--- src/rtl/fault_sup_pkg.sv ---
package fault_sup_pkg;

    typedef enum logic [2:0] {
        PWR_CHARGE = 3'd0,
        PWR_RUN    = 3'd1,
        PWR_TOPUP  = 3'd2,
        PWR_HALT   = 3'd3,
        PWR_DRAIN  = 3'd4,
        PWR_REFILL = 3'd5
    } pwr_state_t;

    typedef enum logic {
        FLT_IDLE = 1'b0,
        FLT_WARN = 1'b1
    } flt_state_t;

    typedef enum logic [1:0] {
        STAT_IDLE  = 2'd0,
        STAT_WARN  = 2'd1,
        STAT_LATCH = 2'd2,
        STAT_RECHG = 2'd3
    } fault_stat_t;

    typedef struct packed {
        logic on;
        logic topup;
        logic uvlo;
        logic floor;
    } supply_flags_t;

endpackage

--- src/rtl/strike_filter.sv ---
module strike_filter
    import fault_sup_pkg::*;
#(
    parameter int STRIKES = 2
) (
    input  logic clk,
    input  logic rst_n,
    input  logic armed,
    input  logic cyc_end,
    input  logic oc_trip,
    input  logic bo_low,
    output logic warn,
    output logic trip
);

    localparam int CW = $clog2(STRIKES + 1);
    localparam logic [CW-1:0] LAST = CW'(STRIKES - 1);

    flt_state_t     st_q, st_d;
    logic [CW-1:0]  cnt_q, cnt_d;

    always_ff @(posedge clk or negedge rst_n) begin
        if (!rst_n) begin
            st_q  <= FLT_IDLE;
            cnt_q <= '0;
        end else begin
            st_q  <= st_d;
            cnt_q <= cnt_d;
        end
    end

    always_comb begin
        trip  = armed && cyc_end && (bo_low || (oc_trip && (cnt_q == LAST)));
        st_d  = st_q;
        cnt_d = cnt_q;
        if (!armed || trip) begin
            st_d  = FLT_IDLE;
            cnt_d = '0;
        end else if (cyc_end) begin
            unique case (st_q)
                FLT_IDLE: begin
                    if (oc_trip) begin
                        st_d  = FLT_WARN;
                        cnt_d = CW'(1);
                    end
                end
                FLT_WARN: begin
                    if (oc_trip) begin
                        cnt_d = cnt_q + CW'(1);
                    end else begin
                        st_d  = FLT_IDLE;
                        cnt_d = '0;
                    end
                end
                default: begin
                    st_d  = FLT_IDLE;
                    cnt_d = '0;
                end
            endcase
        end
    end

    always_comb begin
        warn = (st_q == FLT_WARN);
    end


    clean_clear_chk: assert property (@(posedge clk) disable iff (!rst_n)
        armed && cyc_end && !oc_trip && !bo_low |=> !warn);


    warn_hold_chk: assert property (@(posedge clk) disable iff (!rst_n)
        armed && !cyc_end && warn |=> warn);


    disarm_clear_chk: assert property (@(posedge clk) disable iff (!rst_n)
        !armed |=> !warn);

    generate
        if (STRIKES > 1) begin : g_multi

            first_strike_chk: assert property (@(posedge clk) disable iff (!rst_n)
                armed && cyc_end && !warn && oc_trip && !bo_low |-> !trip ##1 warn);
        end
    endgenerate

endmodule

--- src/rtl/supply_sequencer.sv ---
module supply_sequencer
    import fault_sup_pkg::*;
(
    input  logic          clk,
    input  logic          rst_n,
    input  logic          trip,
    input  supply_flags_t sup,
    output logic          sw_en,
    output logic          hv_en,
    output logic          latched,
    output logic          recovering
);

    pwr_state_t st_q, st_d;

    always_ff @(posedge clk or negedge rst_n) begin
        if (!rst_n) begin
            st_q <= PWR_CHARGE;
        end else begin
            st_q <= st_d;
        end
    end

    always_comb begin
        st_d = st_q;
        unique case (st_q)
            PWR_CHARGE: begin
                if (sup.on) st_d = PWR_RUN;
            end
            PWR_RUN: begin
                if (trip)            st_d = PWR_HALT;
                else if (!sup.uvlo)  st_d = PWR_CHARGE;
                else if (!sup.topup) st_d = PWR_TOPUP;
            end
            PWR_TOPUP: begin
                if (trip)           st_d = PWR_HALT;
                else if (!sup.uvlo) st_d = PWR_CHARGE;
                else if (sup.on)    st_d = PWR_RUN;
            end
            PWR_HALT: begin
                if (!sup.uvlo) st_d = PWR_DRAIN;
            end
            PWR_DRAIN: begin
                if (!sup.floor) st_d = PWR_REFILL;
            end
            PWR_REFILL: begin
                if (sup.on) st_d = PWR_RUN;
            end
            default: st_d = PWR_CHARGE;
        endcase
    end

    always_comb begin
        sw_en      = (st_q == PWR_RUN) || (st_q == PWR_TOPUP);
        hv_en      = (st_q == PWR_CHARGE) || (st_q == PWR_TOPUP) || (st_q == PWR_REFILL);
        latched    = (st_q == PWR_HALT);
        recovering = (st_q == PWR_DRAIN) || (st_q == PWR_REFILL);
    end


    trip_latch_chk: assert property (@(posedge clk) disable iff (!rst_n)
        trip |=> (st_q == PWR_HALT));


    latch_hold_chk: assert property (@(posedge clk) disable iff (!rst_n)
        (st_q == PWR_HALT) && sup.uvlo |=> (st_q == PWR_HALT));


    drain_hold_chk: assert property (@(posedge clk) disable iff (!rst_n)
        (st_q == PWR_DRAIN) && sup.floor |=> (st_q == PWR_DRAIN) && !hv_en);


    uvlo_stop_chk: assert property (@(posedge clk) disable iff (!rst_n)
        sw_en && !trip && !sup.uvlo |=> !sw_en && hv_en);


    start_chk: assert property (@(posedge clk) disable iff (!rst_n)
        (st_q == PWR_CHARGE) && sup.on |=> sw_en && !hv_en);


    refill_start_chk: assert property (@(posedge clk) disable iff (!rst_n)
        (st_q == PWR_REFILL) && sup.on |=> sw_en && !recovering);

endmodule

--- src/rtl/fault_supervisor.sv ---
module fault_supervisor
    import fault_sup_pkg::*;
#(
    parameter int STRIKES = 2
) (
    input  logic       clk,
    input  logic       rst_n,
    input  logic       cyc_end,
    input  logic       oc_trip,
    input  logic       bo_low,
    input  logic       vcc_ge_on,
    input  logic       vcc_ge_topup,
    input  logic       vcc_ge_uvlo,
    input  logic       vcc_ge_floor,
    output logic       sw_en,
    output logic       hv_en,
    output logic [1:0] fault_status
);

    supply_flags_t sup;
    logic          warn, trip, latched, recovering;
    fault_stat_t   stat;

    always_comb begin
        sup.on    = vcc_ge_on;
        sup.topup = vcc_ge_topup;
        sup.uvlo  = vcc_ge_uvlo;
        sup.floor = vcc_ge_floor;
    end

    strike_filter #(.STRIKES(STRIKES)) u_filter (
        .clk     (clk),
        .rst_n   (rst_n),
        .armed   (sw_en),
        .cyc_end (cyc_end),
        .oc_trip (oc_trip),
        .bo_low  (bo_low),
        .warn    (warn),
        .trip    (trip)
    );

    supply_sequencer u_seq (
        .clk        (clk),
        .rst_n      (rst_n),
        .trip       (trip),
        .sup        (sup),
        .sw_en      (sw_en),
        .hv_en      (hv_en),
        .latched    (latched),
        .recovering (recovering)
    );

    always_comb begin
        if (latched)         stat = STAT_LATCH;
        else if (recovering) stat = STAT_RECHG;
        else if (warn)       stat = STAT_WARN;
        else                 stat = STAT_IDLE;
        fault_status = stat;
    end


    brownout_latch_chk: assert property (@(posedge clk) disable iff (!rst_n)
        sw_en && cyc_end && bo_low |=> (fault_status == 2'd2) && !sw_en);


    latched_quiet_chk: assert property (@(posedge clk) disable iff (!rst_n)
        (fault_status == 2'd2) |-> !sw_en && !hv_en);

endmodule

--- config.mk ---
export PLATFORM = sky130hd
export DESIGN_NAME = fault_supervisor
export DESIGN_NICKNAME = d
export VERILOG_FILES = /design/src/rtl/fault_sup_pkg.sv /design/src/rtl/strike_filter.sv /design/src/rtl/supply_sequencer.sv /design/src/rtl/fault_supervisor.sv
export SDC_FILE = /design/constraint.sdc
export NUM_CORES = 1
export LEC_CHECK = 0
export BUFFER_PORTS_ARGS = -buffer_cell sky130_fd_sc_hd__buf_4
export CAP_MARGIN = 15
export CORE_AREA = 2 2 39 41
export CTS_CLUSTER_DIAMETER = 200
export DETAILED_ROUTE_END_ITERATION = 7
export DIE_AREA = 0 0 41 43
export PLACE_DENSITY_LB_ADDON = 0.05
export SYNTH_ARGS = -nofsm -noshare
export SYNTH_HDL_FRONTEND = slang
export SYNTH_HIERARCHICAL = 1
export SYNTH_SLANG_ARGS = --single-unit
--- constraint.sdc ---
create_clock -name clk -period 2.8 [get_ports clk]
set_input_delay 0.56 -clock clk [delete_from_list [all_inputs] [get_ports clk]]
set_output_delay 0.56 -clock clk [all_outputs]
set_load 0.01 [all_outputs]
==> metrics.yaml <==
flow_run:
  maxCapViolCount: 0
timing:
  finalHoldViolCount: 0
  worstMarginPinSlew_ns: 0.358
  rsz0062_at_grt: "false"
  fmax_mhz: 505
  skew_ns: 0.00237
  tns_ns: 0
  setup_viol: 0
  finalMaxSlewViolations: 0
  period_needed_ns: 1.98
  timing.max_slew.rel_slack_pct: 76.1
  fin_crit_sh_pct: 70.7
routing:
  drc_errors: 0
  drt_iter0_markers: 3
  avgViaCountPerCell: 4.89
  drt-total-wl_um: 863
  vias: 391
  dr.pass1.iters: 2
  ant_nets: 0
  wl_per_cell_um: 10.8
yosys:
  ys_seq_area_share_pct: 32.5
  synth-compound-area-share_pct: 30.4
  netlist_area_sq_um: 462
  synth.distinct_cells: 29
  synth-xor-area-share_pct: 1.90
  synthSimpleGateAreaFrac_pct: 22.8
  yosys_register_bits: 6
  yosysWarnings: 6
  synth_top_family_by_area: "compound AO/OA/AOI/OAI gates"
  synthAdderAreaFrac_pct: 2.71
  synthMuxAreaShare_pct: 0
  syn-num-nets: 62
  syn_inst: 52
  avgSynthCellArea_sq_um: 8.88
floorplan:
  fp.dieW_um: 41
  core_area_sq_mm: 0.00138
  die-area_sq_mm: 0.00176
  initial_core_util_pct: 33.4
  io_pins: 13
  die_y_um: 43
  rows: 14
critical_path:
  cp_max_fo: 12
  required_ns: 2.93
  worstPathCellList: "xnor2_1, nor2_1, nand2_1, nor2_1, nand2b_1, a21oi_1, a2111oi_2"
  slowest_delay_ns: 0.50
  worstSetupPathType: "reg2reg"
  critPathMostFrequentCell: "nor2_1"
  worstPathArrival_ns: 2.11
  cp.buffers_inverters: 0
  end_kind: "register"
  rrSetupSlack_ns: 0.82
  critical_path.top_delay_family: "simple AND/OR/NAND/NOR gates"
  cp-start-kind: "register"
  crit_slowest_cell: "dfrtp_1"
outcome:
  status: "finished, final reports clean"
hold_path:
  min_path_type: "in2async"
clock_network:
  cts_root_buffer: "clkbuf_4"
  clk_pin_slew_ns: 0.04
  post-cts-setup-buffers: 0
  clock-sinks: 6
  clk_latency_ns: 0.24
  cts_buffer_depth: 2
  postCtsHoldBufs: 0
  htreeDepth: 1
  numCtsBuffers: 3
  cts_tree: "yes"
  cts_resized: 0
pwr:
  p_total_uw: 531
  p_int_uw: 310
  power_frac_clock_pct: 14.2
  vdd_ir_drop_max_mv: 0.396
  pwr-share-comb_pct: 53.4
  power_frac_seq_pct: 32.4
  p_switching_uw: 221
  pwr_density_cell_mw_per_mm2: 941
  netSwitchingFraction_pct: 41.7
  leakage_uw: 0.000254
global_routing:
  grt_usage_pct: 11.7
  grt_pass1_wl_mm: 1.36
  grt-ovfl-total: 0
  grt_pass1_vias: 371
  grt_max_degree: 13
  antenna_found_initial: 0
place:
  gp_congestion: 0.730
  io_buffers: 12
  place_hpwl_um: 700
final_layout:
  nets: 76
  fill_cells: 147
  final_common_cell: "buf_4"
  syn_to_final_growth_pct: 22.2
  drive_above_1_share_pct: 32.8
  n_antenna_cell: 0
  layout_common_cells: "12 x buf_4, 6 x dfrtp_1, 5 x nand2_1"
## Yosys cell counts
cell type  number  area share, %
nand2b_1        2            2.7
inv_1           4            3.3
o22ai_2         1            2.7
o21ai_0         2            2.2
a31o_1          1            1.9
or2_1           1            1.4
nor2_1          3            2.4
and2b_1         1            1.6
dfrtp_1         6             33
a32oi_1         1            1.9
a21oi_1         3            3.3
nor2b_1         2            2.7
xnor2_1         1            1.9
nand2_2         1            1.4
or4b_4          1            3.0
buf_4           1            1.6
a2111oi_2       1            3.3
o22ai_1         1            1.4
o21ba_2         1            2.2
o21ai_2         1            1.9
o31ai_1         2            3.3
a211oi_1        2            3.3
nand3_1         2            2.2
a21o_1          1            1.6
ha_1            1            2.7
nand2_1         5            4.1
buf_6           2            4.9
o21bai_1        1            1.6
or2_0           1            1.4
## worst register-to-register path, cell delays in order (launching register included)
cell,delay [ns]
dfrtp_1,0.50
xnor2_1,0.17
nor2_1,0.24
nand2_1,0.12
nor2_1,0.27
nand2b_1,0.17
a21oi_1,0.09
a2111oi_2,0.30
## power groups by stage
| stage | combinational (uW) | sequential [uW] | clock, uW |
|---|---|---|---|
| CTS | 287 | 172 | 80.2 |
| finish | 283 | 172 | 75.3 |
| global placement | 290 | 176 | 0 |
| floorplan | 255 | 132 | 0 |
| detailed placement | 286 | 173 | 0 |
| global route | 312 | 178 | 84.4 |
## state kept, by name, summed over array words and instances (netlist names)
signal          count
u_filter/cnt_q      2
u_seq/st_q          3
u_filter/warn       1
## final cells by class
class,count,area [sq um],area share (%)
inverters,4,15.0,2.66
multi-input cells,39,267,47.2
repair buffers,12,90.1,16.0
flip-flops and latches,6,150,26.6
well taps,16,20.0,3.55
clock buffers,3,22.5,3.99
## path summary, 6_finish.rpt
kind,startpoint,to,cells past startpoint
max,u_seq/st_q[0]$_DFFE_PN0P_,u_seq/st_q[1]$_DFFE_PN0P_,7
min in group clk,u_filter/cnt_q[0]$_DFFE_PN0P_,u_filter/cnt_q[0]$_DFFE_PN0P_,1
max in group asynchronous,rst_n,u_filter/cnt_q[1]$_DFFE_PN0P_,1
min,rst_n,u_seq/st_q[2]$_DFFE_PN0P_,1
min reg2reg,u_filter/cnt_q[0]$_DFFE_PN0P_,u_filter/cnt_q[0]$_DFFE_PN0P_,1
max reg2reg,u_seq/st_q[0]$_DFFE_PN0P_,u_seq/st_q[1]$_DFFE_PN0P_,7
## cell families after synthesis
logic type,Yosys count
compound gates,18
xor+xnor,1
fa+ha+maj,1
buf+inv,7
flops,6
simple gates,19
## metal layers
layer	global-route usage [%]	routed length [um]	vias to the layer above
li1	-	-	210
met1	13.8	404	173
met2	16.6	420	8
met3	6.28	38	0
met4	6.00	0	0
met5	0	0	-
## per-stage QoR
stage | cells | utilization [%] | hold WS (ns) | worst slack (ns) | cell area (sq um)
finish | 80 | 40.8 | 0.116 | 0.821 | 564
global route | 80 | 40.8 | 0.106 | 0.671 | 564
CTS | 80 | 40.8 | 0.109 | 0.816 | 564
detailed placement | 77 | 39.2 | 0.368 | 0.830 | 542
global placement | 77 | 39.2 | 0.369 | 0.812 | 542
floorplan | 52 | - | 0.264 | 0.964 | 462
Power figures use the tool's default switching activity.
